### src/rtl/sba_pkg.sv
package sba_pkg;

  typedef enum logic {
    ST_IDLE = 1'b0,
    ST_BUSY = 1'b1
  } bus_state_t;

  // True when a counter that starts at zero has spent a full period.
  function automatic logic period_last(input int unsigned count, input int unsigned period);
    return count == period - 1;
  endfunction

endpackage

### src/rtl/sba_refresh_timer.sv
module sba_refresh_timer #(
  parameter int unsigned RFR_INT = 256
) (
  input  logic clk,
  input  logic rst_n,
  input  logic served_i,
  output logic pend_o
);
  import sba_pkg::*;

  localparam int unsigned RW = (RFR_INT > 2) ? $clog2(RFR_INT) : 1;

  logic [RW-1:0] tick_q;
  logic          expire;

  assign expire = period_last(int'(tick_q), RFR_INT);

  always_ff @(posedge clk or negedge rst_n) begin
    if (!rst_n) begin
      tick_q <= '0;
      pend_o <= 1'b0;
    end else begin
      tick_q <= expire ? '0 : tick_q + 1'b1;
      pend_o <= expire | (pend_o & ~served_i);
    end
  end


  served_needs_pend_chk: assert property (@(posedge clk) disable iff (!rst_n)
    served_i |-> pend_o);

endmodule

### src/rtl/sba_prio_pick.sv
module sba_prio_pick #(
  parameter int unsigned W = 9
) (
  input  logic [W-1:0] req_i,
  output logic [W-1:0] win_o
);
  logic [W-1:0] seen;

  for (genvar i = 0; i < W; i++) begin : g_stage
    if (i == 0) begin : g_head
      assign win_o[i] = req_i[i];
      assign seen[i]  = req_i[i];
    end else begin : g_tail
      assign win_o[i] = req_i[i] & ~seen[i-1];
      assign seen[i]  = req_i[i] | seen[i-1];
    end
  end


  always_comb begin
    pick_onehot_chk: assert ($onehot0(win_o));
  end

endmodule

### src/rtl/sba_cycle_timer.sv
module sba_cycle_timer #(
  parameter int unsigned TMO = 16
) (
  input  logic clk,
  input  logic rst_n,
  input  logic busy_i,
  input  logic ready_i,
  output logic end_o,
  output logic tmo_o
);
  import sba_pkg::*;

  localparam int unsigned TW = (TMO > 2) ? $clog2(TMO) : 1;

  logic [TW-1:0] cnt_q;
  logic          limit;

  assign limit = period_last(int'(cnt_q), TMO);
  assign end_o = busy_i & (ready_i | limit);
  assign tmo_o = busy_i & limit & ~ready_i;

  always_ff @(posedge clk or negedge rst_n) begin
    if (!rst_n)                cnt_q <= '0;
    else if (!busy_i || end_o) cnt_q <= '0;
    else                       cnt_q <= cnt_q + 1'b1;
  end


  cycle_bounded_chk: assert property (@(posedge clk) disable iff (!rst_n)
    (busy_i && !end_o) |=> (cnt_q != '0));

endmodule

### src/rtl/shared_bus_arbiter.sv
module shared_bus_arbiter #(
  parameter int unsigned N_REQ   = 8,
  parameter int unsigned RFR_INT = 256,
  parameter int unsigned TMO     = 16
) (
  input  logic             clk,
  input  logic             rst_n,
  input  logic [N_REQ-1:0] req_i,
  input  logic [N_REQ-1:0] lock_i,
  input  logic             slv_ready_i,
  output logic [N_REQ-1:0] gnt_o,
  output logic             rfr_gnt_o,
  output logic             bus_done_o,
  output logic             bus_tmo_o
);
  import sba_pkg::*;

  localparam int unsigned NS = N_REQ + 1;  // slot 0 is refresh

  bus_state_t    state_q;
  logic [NS-1:0] own_q;
  logic          pair_q;
  logic          rfr_pend;
  logic [NS-1:0] all_req;
  logic [NS-1:0] pick;
  logic          busy;
  logic          arb_fire;
  logic          cyc_end;
  logic          cyc_tmo;
  logic          rfr_served;

  assign all_req    = {req_i, rfr_pend};
  assign busy       = (state_q == ST_BUSY);
  assign arb_fire   = (state_q == ST_IDLE) && (|all_req);
  assign rfr_served = arb_fire & pick[0];

  sba_refresh_timer #(.RFR_INT(RFR_INT)) u_rfr (
    .clk(clk), .rst_n(rst_n), .served_i(rfr_served), .pend_o(rfr_pend)
  );

  sba_prio_pick #(.W(NS)) u_pick (
    .req_i(all_req), .win_o(pick)
  );

  sba_cycle_timer #(.TMO(TMO)) u_tim (
    .clk(clk), .rst_n(rst_n), .busy_i(busy), .ready_i(slv_ready_i),
    .end_o(cyc_end), .tmo_o(cyc_tmo)
  );

  always_ff @(posedge clk or negedge rst_n) begin
    if (!rst_n) begin
      state_q    <= ST_IDLE;
      own_q      <= '0;
      pair_q     <= 1'b0;
      bus_done_o <= 1'b0;
      bus_tmo_o  <= 1'b0;
    end else begin
      bus_done_o <= cyc_end;
      bus_tmo_o  <= cyc_tmo;
      if (arb_fire) begin
        state_q <= ST_BUSY;
        own_q   <= pick;
        pair_q  <= |(pick[NS-1:1] & lock_i);
      end else if (cyc_end) begin
        if (pair_q) begin
          pair_q <= 1'b0;
        end else begin
          state_q <= ST_IDLE;
          own_q   <= '0;
        end
      end
    end
  end

  assign rfr_gnt_o = own_q[0];
  assign gnt_o     = own_q[NS-1:1];


  onehot_grant_chk: assert property (@(posedge clk) disable iff (!rst_n)
    $onehot0({gnt_o, rfr_gnt_o}));


  grant_hold_chk: assert property (@(posedge clk) disable iff (!rst_n)
    (busy && !cyc_end) |=> $stable({gnt_o, rfr_gnt_o}));


  refresh_first_chk: assert property (@(posedge clk) disable iff (!rst_n)
    (arb_fire && rfr_pend) |=> rfr_gnt_o);


  lock_pair_chk: assert property (@(posedge clk) disable iff (!rst_n)
    (cyc_end && pair_q) |=> ($stable(gnt_o) && (gnt_o != '0) && bus_done_o));


  tmo_flag_chk: assert property (@(posedge clk) disable iff (!rst_n)
    bus_tmo_o |-> (bus_done_o && !$past(slv_ready_i)));


  boundary_gap_chk: assert property (@(posedge clk) disable iff (!rst_n)
    (cyc_end && !pair_q) |=> ({gnt_o, rfr_gnt_o} == '0));

  // Input assumption: a slave answers only inside a granted cycle.
  ready_in_cycle_chk: assert property (@(posedge clk) disable iff (!rst_n)
    slv_ready_i |-> busy);

endmodule

### config.mk
export PLATFORM = sky130hd
export DESIGN_NAME = shared_bus_arbiter
export DESIGN_NICKNAME = d
export VERILOG_FILES = /design/src/rtl/sba_pkg.sv /design/src/rtl/sba_refresh_timer.sv /design/src/rtl/sba_prio_pick.sv /design/src/rtl/sba_cycle_timer.sv /design/src/rtl/shared_bus_arbiter.sv
export SDC_FILE = /design/constraint.sdc
export NUM_CORES = 1
export LEC_CHECK = 0
export BUFFER_PORTS_ARGS = -buffer_cell sky130_fd_sc_hd__buf_4
export CAP_MARGIN = 30
export CORE_UTILIZATION = 33
export CTS_CLUSTER_SIZE = 16
export DETAILED_ROUTE_END_ITERATION = 10
export SLEW_MARGIN = 15
export SYNTH_ARGS = -nofsm -noshare
export SYNTH_HDL_FRONTEND = slang
export SYNTH_SLANG_ARGS = --single-unit
### constraint.sdc
create_clock -name clk -period 1.9 [get_ports clk]
set_input_delay 0.095 -clock clk [delete_from_list [all_inputs] [get_ports clk]]
set_output_delay 0.095 -clock clk [all_outputs]
set_load 0.1 [all_outputs]
# --- Yosys cells after proc, flatten, opt, wreduce, memory -nomap -nowiden ---
# Cells that the tools add are included.
totals:
  register_bits: 26
  wordCells: 64
  inputBits: 19
op_classes:
  bitwise_logic: 34
  muxes: 10
  n_addsub: 2
  eq_ne: 3
  n_reduce_logical: 7
ops:
  columns: ["cell", "n"]
  rows:
  - ["$mux W9", 3]
  - ["$and A1 B1 Y1", 13]
  - ["$not A1 Y1", 11]
  - ["$or A1 B1 Y1", 9]
  - ["$reduce_or A9 Y1", 1]
  - ["$add A8 B1 Y8 const B", 1]
  - ["$and A8 B8 Y8", 1]
  - ["$eq A8 B8 Y1 const B", 1]
  - ["$mux W8", 1]
  - ["$reduce_or A8 Y1", 1]
  - ["$mux W1", 5]
  - ["$add A4 B1 Y4 const B", 1]
  - ["$eq A4 B4 Y1 const B", 1]
  - ["$mux W4", 1]
  - ["$ne A2 B1 Y1 const B", 1]
  - ["$reduce_and A2 Y1", 1]
  - ["$reduce_bool A2 Y1", 1]
  - ["$logic_and A1 B1 Y1", 1]
  - ["$logic_not A1 Y1", 1]
  - ["$logic_or A1 B1 Y1", 1]

# --- Logic depth before layout (Yosys ltp) ---
# Gate-level depths: netlist of the first run.
logic_depth:
  ltp_word: 12
  ltp_mapped: 5
  depth_no_buf: 5

# --- Hierarchy ---
# A second synthesis of the first run with hierarchy kept.
unflattened:
  hier_cells: 124
  hier_area_um2: 1272.5
by_module_without_submodules:
  columns: ["mod", "cells_per_inst", "area_each_um2", "seq_area_each_um2", "n_inst"]
  rows:
  - ["shared_bus_arbiter", 57, 608.1, 325.3, 1]
  - ["sba_refresh_timer", 35, 382.9, 225.2, 1]
  - ["sba_cycle_timer", 19, 182.7, 100.1, 1]
  - ["sba_prio_pick", 13, 98.8, 0.0, 1]

# --- Worst setup path after synthesis of the first run ---
# Ideal clock, no wire load.
synth_timing:
  path_type: "register to register"
  from: "register u_rfr.pend_o"
  to: "register own_q[1]"
  t_required_ns: 1.831
  path_buffers: 0
  path_stages_with_launch: 5
  arrival_ns: 1.589
  slack_ns: 0.242
  cell_sequence: "dfrtp_1 > or3_4 > or2_4 > o31ai_4 > a22o_1"
synth_via:
  elab_chain_cells: 4
  word_cells_on_any_way: 8
  classes_between: "1 x eq/ne; 1 x mux; 2 x bitwise; 4 x reduce/logical"
synth_lines:
  columns: ["item", "line_no", "text"]
  rows:
  - ["start, declared", "sba_refresh_timer.sv:7", "output logic pend_o"]
  - ["start signal, assigned", "sba_refresh_timer.sv:24", "pend_o <= expire | (pend_o & ~served_i);"]
  - ["$reduce_or A9 Y1", "shared_bus_arbiter.sv:34", "assign arb_fire = (state_q == ST_IDLE) && (|all_req);"]
  - ["$logic_and A1 B1 Y1", "shared_bus_arbiter.sv:34", null]
  - ["$ne A2 B1 Y1 (no source line) / $reduce_bool A2 Y1 (equally long branches)", null, null]
  - ["$reduce_and A2 Y1 (no source line)", null, null]
  - ["end signal, assigned", "shared_bus_arbiter.sv:62", "own_q <= pick;"]
  - ["end, declared", "shared_bus_arbiter.sv:21", "logic [NS-1:0] own_q;"]
# Parallel ways exist; a longest one is shown, timed or not.
# A chain may end at the register's enable or synchronous reset.

# --- Worst setup path in the final report of the first run ---
# Ends and elaborated chain as after synthesis.

==> results.json, run 1 <==
{
  "run_status": "finished clean",
  "finalClockSkew_ns": 0.00334,
  "grt_pass1_wl_um": 3950,
  "worst-path-max-fanout": 8,
  "path_clk_slew_ns": 0.14,
  "drtIter0Drc": 20,
  "wl_per_cell_um": 12.2,
  "r2r_cells": 4,
  "antenna_found_initial": 0,
  "grt_max_degree": 27,
  "synthArstFlopShare": 1.00,
  "cts_root_buffer": "clkbuf_4",
  "min_path_cells": 2,
  "relSlewSlack": 0.710,
  "die_h_um": 62.0,
  "ys_seq_elements": 26,
  "reg2reg_to": "own_q[1]$_DFFE_PN0P_",
  "diodes": 0,
  "fin_nets": 164,
  "crit_path_start_kind": "flip-flop",
  "hold_viol": 0,
  "cts_max_level": 1,
  "synthDistinctLibCells": 33,
  "setup_tns_ns": 0,
  "port_buffers": 29,
  "powerDensity_nw_per_um2": 1050,
  "min_path_type": "in -> reg",
  "detailed_place_hpwl_um": 1680,
  "coreArea_sq_um": 3390,
  "pin_count": 30,
  "vias": 913,
  "max_cap_violations": 0,
  "crit_type": "reg -> reg",
  "overflow": 0,
  "fin_area_sq_um": 1530,
  "critPathArrivalTime_ns": 2.08,
  "synth_edf_count": 0,
  "design.die.area_sq_um": 3840,
  "postPlaceCellArea_sq_um": 1460,
  "r2r_slack_ns": 0.09,
  "ys_warn_count": 0,
  "drive_above_1_share": 0.310,
  "cts.repair.resized": 0,
  "p_leak_nw": 0.732,
  "ys_seq_area_frac": 0.549,
  "hold_start": "req_i[2]",
  "place_ws_ns": 0.0674,
  "ant_nets": 0,
  "cts_made_buffers": 3,
  "grt_usage": 0.141,
  "synth_area_sq_um": 1190,
  "stdcell_count": 188,
  "first_pass_iters": 4,
  "grt_pass1_vias": 926,
  "numPlacedInstances": 182,
  "clk_latency_ns": 0.31,
  "rows": 21,
  "final-seq-area_sq_um": 651,
  "yosys_most_used_dff": "dfrtp_1",
  "die_x_um": 62.0,
  "layout_common_cells": "30 x buf_4, 26 x dfrtp_1, 13 x nor2_1",
  "cts_setup_buffers": 0,
  "setup.worst_path.end_class": "flip-flop",
  "worst_ir_drop_vdd_mv": 0.882,
  "cts_tree": "built",
  "start_util": 0.350,
  "fmax_mhz": 551,
  "final_common_cell": "buf_4",
  "syn_area_per_cell_sq_um": 11.1,
  "gp_congestion": 0.746,
  "clockBufferDepth": 2,
  "nFillCells": 315,
  "netlist_instances": 107,
  "setup-violations-final": 0,
  "cp.required_ns": 2.17,
  "regToRegStartpoint": "u_rfr.pend_o$_DFF_PN0_",
  "min_to": "own_q[3]$_DFFE_PN0P_",
  "drc": 0,
  "slew_violations": 0,
  "synth_nets": 128,
  "holdWs_ns": 0.0175,
  "syn_to_final_growth_pct": 29.3,
  "period_share": 0.955,
  "clock-sinks": 26,
  "multi_input_area_sq_um": 505,
  "setup_slack_ns": 0.0859,
  "viasPerCell": 4.86,
  "min_period_ns": 1.81,
  "tightest_slew_ns": 0.435,
  "drt-total-wl_um": 2300,
  "rsz0062_at_grt": "no"
}
-- final cells by class --
type / instances / area share
clock inverters: 1 / 0.0196
repair buffers: 32 / 0.160
clock buffers: 3 / 0.0147
flip-flops and latches: 26 / 0.424
inverters: 6 / 0.0147
well taps: 46 / 0.0375
multi-input cells: 74 / 0.330
-- repair_timing --
item	CTS	global route
endpoints found under the hold margin	27	0
setup endpoints to repair	0	7
hold buffers	2	0
-- cells in the mapped netlist, drive strengths merged (2+ instances only) --
library cell	number	area (sq um)
a21o	2	17.5
a21oi	3	15.0
a22o	5	43.8
a32o	3	31.3
and3	3	18.8
dfrtp	26	651
ha	2	25.0
inv	6	22.5
nand2	5	18.8
nand2b	3	18.8
nand3	6	30.0
nor2	13	48.8
nor3	2	10.0
o21ai	3	15.0
o31ai	2	28.8
or2	3	21.3
or3	3	23.8
xnor2	4	35.0
xor2	3	26.3
-- kinds of logic after synthesis --
kind of cell,Yosys count,synth area share
DFF,26,0.549
AOI/OAI and AO/OA,24,0.170
and+or+nand+nor,41,0.184
buffers and inverters,7,0.0253
adders and majority gates,2,0.0211
xor gates and xnor gates,7,0.0517
-- state kept, by name, summed over array words and instances (netlist names) --
| signal | count |
|---|---|
| own_q | 9 |
| u_rfr.tick_q | 8 |
| u_tim.cnt_q | 4 |
| bus_done_o | 1 |
| bus_tmo_o | 1 |
| busy | 1 |
| pair_q | 1 |
| u_rfr.pend_o | 1 |
-- metrics by stage --
stage          power [W]   util
6_report         0.00162  0.453
5_1_grt          0.00170  0.453
4_1_cts          0.00164  0.453
3_5_place_dp     0.00125  0.431
3_3_place_gp     0.00125  0.431
2_1_floorplan    0.00110      -
-- power breakdown --
group	total, W	switching (W)	leakage (nW)	internal, W
Combinational	0.000564	0.000387	0.366	0.000176
Clock	0.000374	0.000161	0.0279	0.000213
Sequential	0.000680	0.0000621	0.338	0.000618
-- critical path: stages, from the launching register on --
cell and delay, ns:
dfrtp_1 0.45, or3_4 0.43, or2_4 0.29, o31ai_4 0.38
a22o_1 0.22
-- metal layers --
layer | wire length [um] | global-route usage
met5 | 0 | 0
met4 | 27 | 0.0413
met3 | 85 | 0.0373
met2 | 1060 | 0.239
met1 | 1130 | 0.176
-- worst max-delay path by stage --
stage,to,from
3_5_place_dp,own_q[4]$_DFFE_PN0P_,u_rfr.pend_o$_DFF_PN0_
6_report,own_q[1]$_DFFE_PN0P_,u_rfr.pend_o$_DFF_PN0_
2_1_floorplan,own_q[1]$_DFFE_PN0P_,u_rfr.pend_o$_DFF_PN0_
4_1_cts,own_q[4]$_DFFE_PN0P_,u_rfr.pend_o$_DFF_PN0_
5_1_grt,own_q[3]$_DFFE_PN0P_,u_rfr.pend_o$_DFF_PN0_
3_3_place_gp,own_q[4]$_DFFE_PN0P_,u_rfr.pend_o$_DFF_PN0_
Note: power is estimated with default switching activity, not from simulation.
==> run 2: changes to the inputs <==
- RECOVER_POWER: default -> 50
==> run 2 against run 1 <==
  * Register-to-register slack barely moved
  * Die area is the same
  * Combinational power decreased by 0.9%
  * Flip-flop and latch count did not move
  * Critical path depth is the same
  * Via count shrank 0.88%
  * Setup slack better by 0.0026 ns
  * Routed wire length shrank 1.3%
  * Final cell count stayed put
  * Critical endpoint unchanged
  * Largest power group unchanged
==> results.json, run 2 (synthesis gave the netlist of run 1 again) <==
{
  "syn_to_final_growth_pct": 28.8,
  "setup_tns_ns": 0,
  "clock-sinks": 26,
  "layout_common_cells": "28 x buf_4, 26 x dfrtp_1, 13 x nor2_1",
  "final-seq-area_sq_um": 651,
  "top_regs": "own_q: 9 flops, u_rfr.tick_q: 8 flops, u_tim.cnt_q: 4 flops",
  "clk_latency_ns": 0.31,
  "design.die.area_sq_um": 3840,
  "drt-total-wl_um": 2270,
  "r2r_cells": 4,
  "grt_pass1_vias": 926,
  "multi_input_area_sq_um": 505,
  "antenna_found_initial": 0,
  "nFillCells": 316,
  "tightest_slew_ns": 1.34,
  "grt_pass1_wl_um": 3950,
  "setup-violations-final": 0,
  "powerDensity_nw_per_um2": 1060,
  "pin_count": 30,
  "crit_type": "reg -> reg",
  "hold_start": "req_i[2]",
  "die_x_um": 62.0,
  "gp_congestion": 0.746,
  "relSlewSlack": 0.110,
  "startpoint": "u_rfr.pend_o$_DFF_PN0_",
  "top_register": "own_q",
  "finalClockSkew_ns": 0.00355,
  "hold_viol": 0,
  "path_clk_slew_ns": 0.14,
  "largest_reg_flops": 9,
  "cts_setup_buffers": 0,
  "detailed_place_hpwl_um": 1680,
  "stdcell_count": 188,
  "die_h_um": 62.0,
  "clockBufferDepth": 2,
  "first_pass_iters": 4,
  "cts_max_level": 1,
  "wl_per_cell_um": 12.1,
  "worst_ir_drop_vdd_mv": 0.882,
  "overflow": 0,
  "viasPerCell": 4.81,
  "postPlaceCellArea_sq_um": 1460,
  "port_buffers": 29,
  "ant_nets": 0,
  "worst-path-max-fanout": 8,
  "min_period_ns": 1.81,
  "critPathArrivalTime_ns": 2.08,
  "min_path_type": "in -> reg",
  "regToRegStartpoint": "u_rfr.pend_o$_DFF_PN0_",
  "drive_above_1_share": 0.303,
  "vias": 905,
  "cts.repair.resized": 0,
  "cts_made_buffers": 3,
  "max_cap_violations": 0,
  "fin_area_sq_um": 1530,
  "cp.required_ns": 2.17,
  "min_path_cells": 2,
  "period_share": 0.953,
  "coreArea_sq_um": 3390,
  "final_common_cell": "buf_4",
  "slew_violations": 0,
  "grt_max_degree": 27,
  "diodes": 0,
  "power_w": 0.00161,
  "numPlacedInstances": 182,
  "drtIter0Drc": 35,
  "fin_nets": 164,
  "drc": 0,
  "p_leak_nw": 0.728,
  "run_status": "finished clean",
  "cts_root_buffer": "clkbuf_4",
  "setup.worst_path.end_class": "flip-flop",
  "rsz0062_at_grt": "no",
  "crit_path_start_kind": "flip-flop",
  "fmax_mhz": 552,
  "rows": 21,
  "cts_tree": "built",
  "grt_usage": 0.141,
  "start_util": 0.350
}
==> run 2: cell count changes in the layout (fill, tap and decap cells not counted) <==
cell and delta:
buf_4 -2, clkbuf_1 +1, clkbuf_2 +1
==> run 2: final timing paths <==
check | slack [ns] | end
worst max-delay path | 0.09 | own_q[1]$_DFFE_PN0P_
worst min-delay path | 0.02 | own_q[3]$_DFFE_PN0P_
worst max register to register | 0.09 | own_q[1]$_DFFE_PN0P_
worst min register to register | 0.47 | u_tim.cnt_q[0]$_DFF_PN0_
max in group asynchronous | 0.52 | bus_tmo_o$_DFF_PN0_
min in group asynchronous | 0.60 | own_q[5]$_DFFE_PN0P_
==> run 2: layout make-up <==
class / instances / share of cell area
Sequential cell: 26 / 0.426
Multi-Input combinational cell: 74 / 0.331
Timing Repair Buffer: 32 / 0.156
Tap cell: 46 / 0.0377
Clock inverter: 1 / 0.0197
Clock buffer: 3 / 0.0147
Inverter: 6 / 0.0147
==> run 2: worst max-delay path, cell delays in order, from the launching register on <==
cell and delay, ns:
dfrtp_1 0.45, or3_4 0.43, or2_4 0.29, o31ai_4 0.38, a22o_1 0.22
==> run 2: per-stage QoR <==
step                      hold slack (ns)   util  setup WS (ns)
after global placement             0.0209  0.431          0.112
after CTS                         0.00656  0.453         0.0298
final                              0.0165  0.451         0.0885
after detailed placement           0.0240  0.431         0.0674
after global routing               0.0231  0.451        0.00728
after floorplan                    -0.201      -          0.242
==> run 2: repair_timing <==
item / in CTS / in global routing
endpoints found under the hold margin: 27 / 0
hold buffers: 2 / 0
setup endpoints to repair: 0 / 7
==> run 2: power by group <==
part / total (W) / internal [W] / switching [W]
clock network: 0.000374 / 0.000213 / 0.000161
logic: 0.000559 / 0.000172 / 0.000387
registers: 0.000680 / 0.000618 / 0.0000618
total: 0.00161 / 0.00100 / 0.000609
==> run 2: routing by layer <==
metal  global-route usage  vias up  routed length [um]
met2                0.239       19                1060
met5                    0        -                   0
met1                0.176      435                1100
li1                     -      449                   -
met4               0.0413        0                  27
met3               0.0373        2                  82
==> run 3: changes to the inputs <==
- ABC_AREA: default -> 1
- MAX_ROUTING_LAYER: default -> met4
==> run 3 against run 2 <==
  * Flip-flop and latch count is the same
  * Die area grew 3.8%
  * Worst hold slack gained 0.047 ns
  * Core utilization grew 0.82 points
  * First-iteration DRC count grew 5.7%
  * Highest routed layer unchanged
  * Largest cell class unchanged
==> results.json, run 3 <==
{
  "run_status": "finished clean",
  "synthDistinctLibCells": 26,
  "die_h_um": 63.1,
  "worst_path_dominant_cell_family": "buffers and inverters",
  "clockBufferDepth": 2,
  "r2r_slack_ns": 0.45,
  "regToRegStartpoint": "u_rfr.tick_q[0]$_DFF_PN0_",
  "holdBufCountCts": 2,
  "r2r_cells": 6,
  "min_period_ns": 1.58,
  "fin_nets": 190,
  "cp.required_ns": 1.80,
  "slew_violations": 0,
  "syn_area_per_cell_sq_um": 9.27,
  "numPlacedInstances": 208,
  "die_x_um": 63.1,
  "cts.repair.resized": 0,
  "relSlewSlack": 0.229,
  "stdcell_count": 214,
  "reg2reg_to": "u_rfr.tick_q[5]$_DFF_PN0_",
  "cts_tree": "built",
  "setup_tns_ns": 0,
  "wl_per_cell_um": 11.4,
  "final_common_cell": "buf_4",
  "synthTopCellsByCount": "26 x dfrtp_1, 24 x nand2_1, 19 x nor2_1",
  "layout_common_cells": "27 x buf_4, 26 x dfrtp_1, 24 x nand2_1",
  "grt_max_degree": 27,
  "synth_area_leader_cell": "dfrtp_1",
  "cpMaxStageDelayCell": "clkbuf_1",
  "synth_top_cell_area_share": 0.528,
  "ys_warn_count": 0,
  "p_leak_nw": 0.799,
  "finalClockSkew_ns": 0.00473,
  "first_pass_iters": 4,
  "grt_usage": 0.138,
  "fin_util": 0.459,
  "holdWs_ns": 0.0637,
  "clk_latency_ns": 0.27,
  "gp_congestion": 0.847,
  "worst-path-stages": 1,
  "cpPeakStageDelay_ns": 0.86,
  "startpoint": "bus_tmo_o$_DFF_PN0_",
  "netlist_instances": 133,
  "yosys_most_used_dff": "dfrtp_1",
  "top_regs": "own_q: 9 flops, u_rfr.tick_q: 8 flops, u_tim.cnt_q: 4 flops",
  "largest_reg_flops": 9,
  "top_register": "own_q",
  "drtIter0Drc": 37,
  "crit_path_start_kind": "flip-flop",
  "syn_to_final_growth_pct": 29.1,
  "tightest_slew_ns": 1.16,
  "crit_type": "reg -> out",
  "critPathArrivalTime_ns": 1.48,
  "worst_ir_drop_vdd_mv": 0.366,
  "antenna_found_initial": 0,
  "hold_viol": 0,
  "max_cap_violations": 0,
  "cts_setup_buffers": 0,
  "start_util": 0.355,
  "path_clk_slew_ns": 0.09,
  "ys_seq_area_frac": 0.528,
  "synth_area_leaders": "dfrtp_1 53%, nand2_1 7.3%, nor2_1 5.8%",
  "cp.buffers_inverters": 1,
  "vias": 1009,
  "powerDensity_nw_per_um2": 1090,
  "setup.worst_path.end_class": "primary output",
  "rsz0062_at_grt": "no",
  "rows": 21,
  "diodes": 0,
  "overflow": 0,
  "port_buffers": 29,
  "cts_made_buffers": 3,
  "pin_count": 30,
  "drc": 0,
  "synth.most_common_cell": "dfrtp_1",
  "detailed_place_hpwl_um": 1830,
  "ys_seq_elements": 26,
  "synth_edf_count": 0,
  "design.die.area_sq_um": 3980,
  "synth_area_sq_um": 1230,
  "synthArstFlopShare": 1.00,
  "coreArea_sq_um": 3470,
  "clock-sinks": 26,
  "worst-path-max-fanout": 1,
  "path_cells": "clkbuf_1",
  "synth_nets": 154,
  "grt_pass1_vias": 986,
  "cts_max_level": 1,
  "crit_path_end": "bus_tmo_o",
  "ant_nets": 0,
  "viasPerCell": 4.71,
  "setup-violations-final": 0,
  "min_path_type": "in -> reg",
  "fmax_mhz": 634,
  "drt-total-wl_um": 2430,
  "cts_root_buffer": "clkbuf_8",
  "drive_above_1_share": 0.250,
  "period_share": 0.830,
  "power_w": 0.00173,
  "grt_pass1_wl_um": 4280
}
==> run 3: cell types whose count changed in the layout (fill, tap and decap cells not counted), sizes merged, moves of 5 or more <==
| cell | delta |
|---|---|
| nor2 | +10 |
| inv | +7 |
| nand3 | +8 |
| nand2 | +22 |
| a22o | -5 |
| nand4 | +6 |
==> run 3: how the worst min path moves through the flow <==
stage             start                   end  slack (ns)  cells after the start
2_1_floorplan     rst_n  bus_done_o$_DFF_PN0_       -0.20                      0
3_3_place_gp      rst_n  own_q[6]$_DFFE_PN0P_        0.02                      1
3_5_place_dp      rst_n  own_q[6]$_DFFE_PN0P_        0.02                      1
4_1_cts        req_i[1]  own_q[2]$_DFFE_PN0P_        0.06                      3
5_1_grt        req_i[1]  own_q[2]$_DFFE_PN0P_        0.09                      3
6_report       req_i[1]  own_q[2]$_DFFE_PN0P_        0.06                      3
==> run 3: cell type report <==
class,count,area (sq um)
Clock buffer,3,41.3
Inverter,13,51.3
Timing Repair Buffer,31,230
Sequential cell,26,651
Fill cell,372,1880
Clock inverter,1,30.0
Multi-Input combinational cell,94,531
Tap cell,46,57.6
==> run 3: metal layers <==
layer	vias up	track usage	share of wire
li1	505	-	-
met1	473	0.164	0.46
met2	29	0.233	0.48
met3	2	0.0326	0.056
met4	0	0.0349	0.0066
met5	-	-	0
==> run 3: report_power, final <==
part           switching (W)  leakage [nW]  total, W  internal, W
logic               0.000466         0.425  0.000618     0.000152
registers          0.0000376         0.338  0.000657     0.000619
clock network       0.000177        0.0357  0.000459     0.000282
==> run 3: stage by stage <==
| step | setup WS (ns) | instance area [sq um] |
|---|---|---|
| final | 0.324 | 1590 |
| after global routing | 0.288 | 1590 |
| after CTS | 0.459 | 1600 |
| after detailed placement | 0.479 | 1510 |
| after global placement | 0.502 | 1510 |
| after floorplan | 0.579 | 1230 |
==> run 3: logic make-up (layout without fill, tap and decap cells) <==
family                   after synthesis  after routing  share of synthesized area
AND/OR/NAND/NOR                       76             76                      0.324
AO/OA/AOI/OAI                         11             11                     0.0508
flip-flops                            26             26                      0.528
adder cells (fa/ha/maj)                2              2                     0.0203
XOR/XNOR                               5              5                     0.0355
buffers and inverters                 13             48                     0.0416
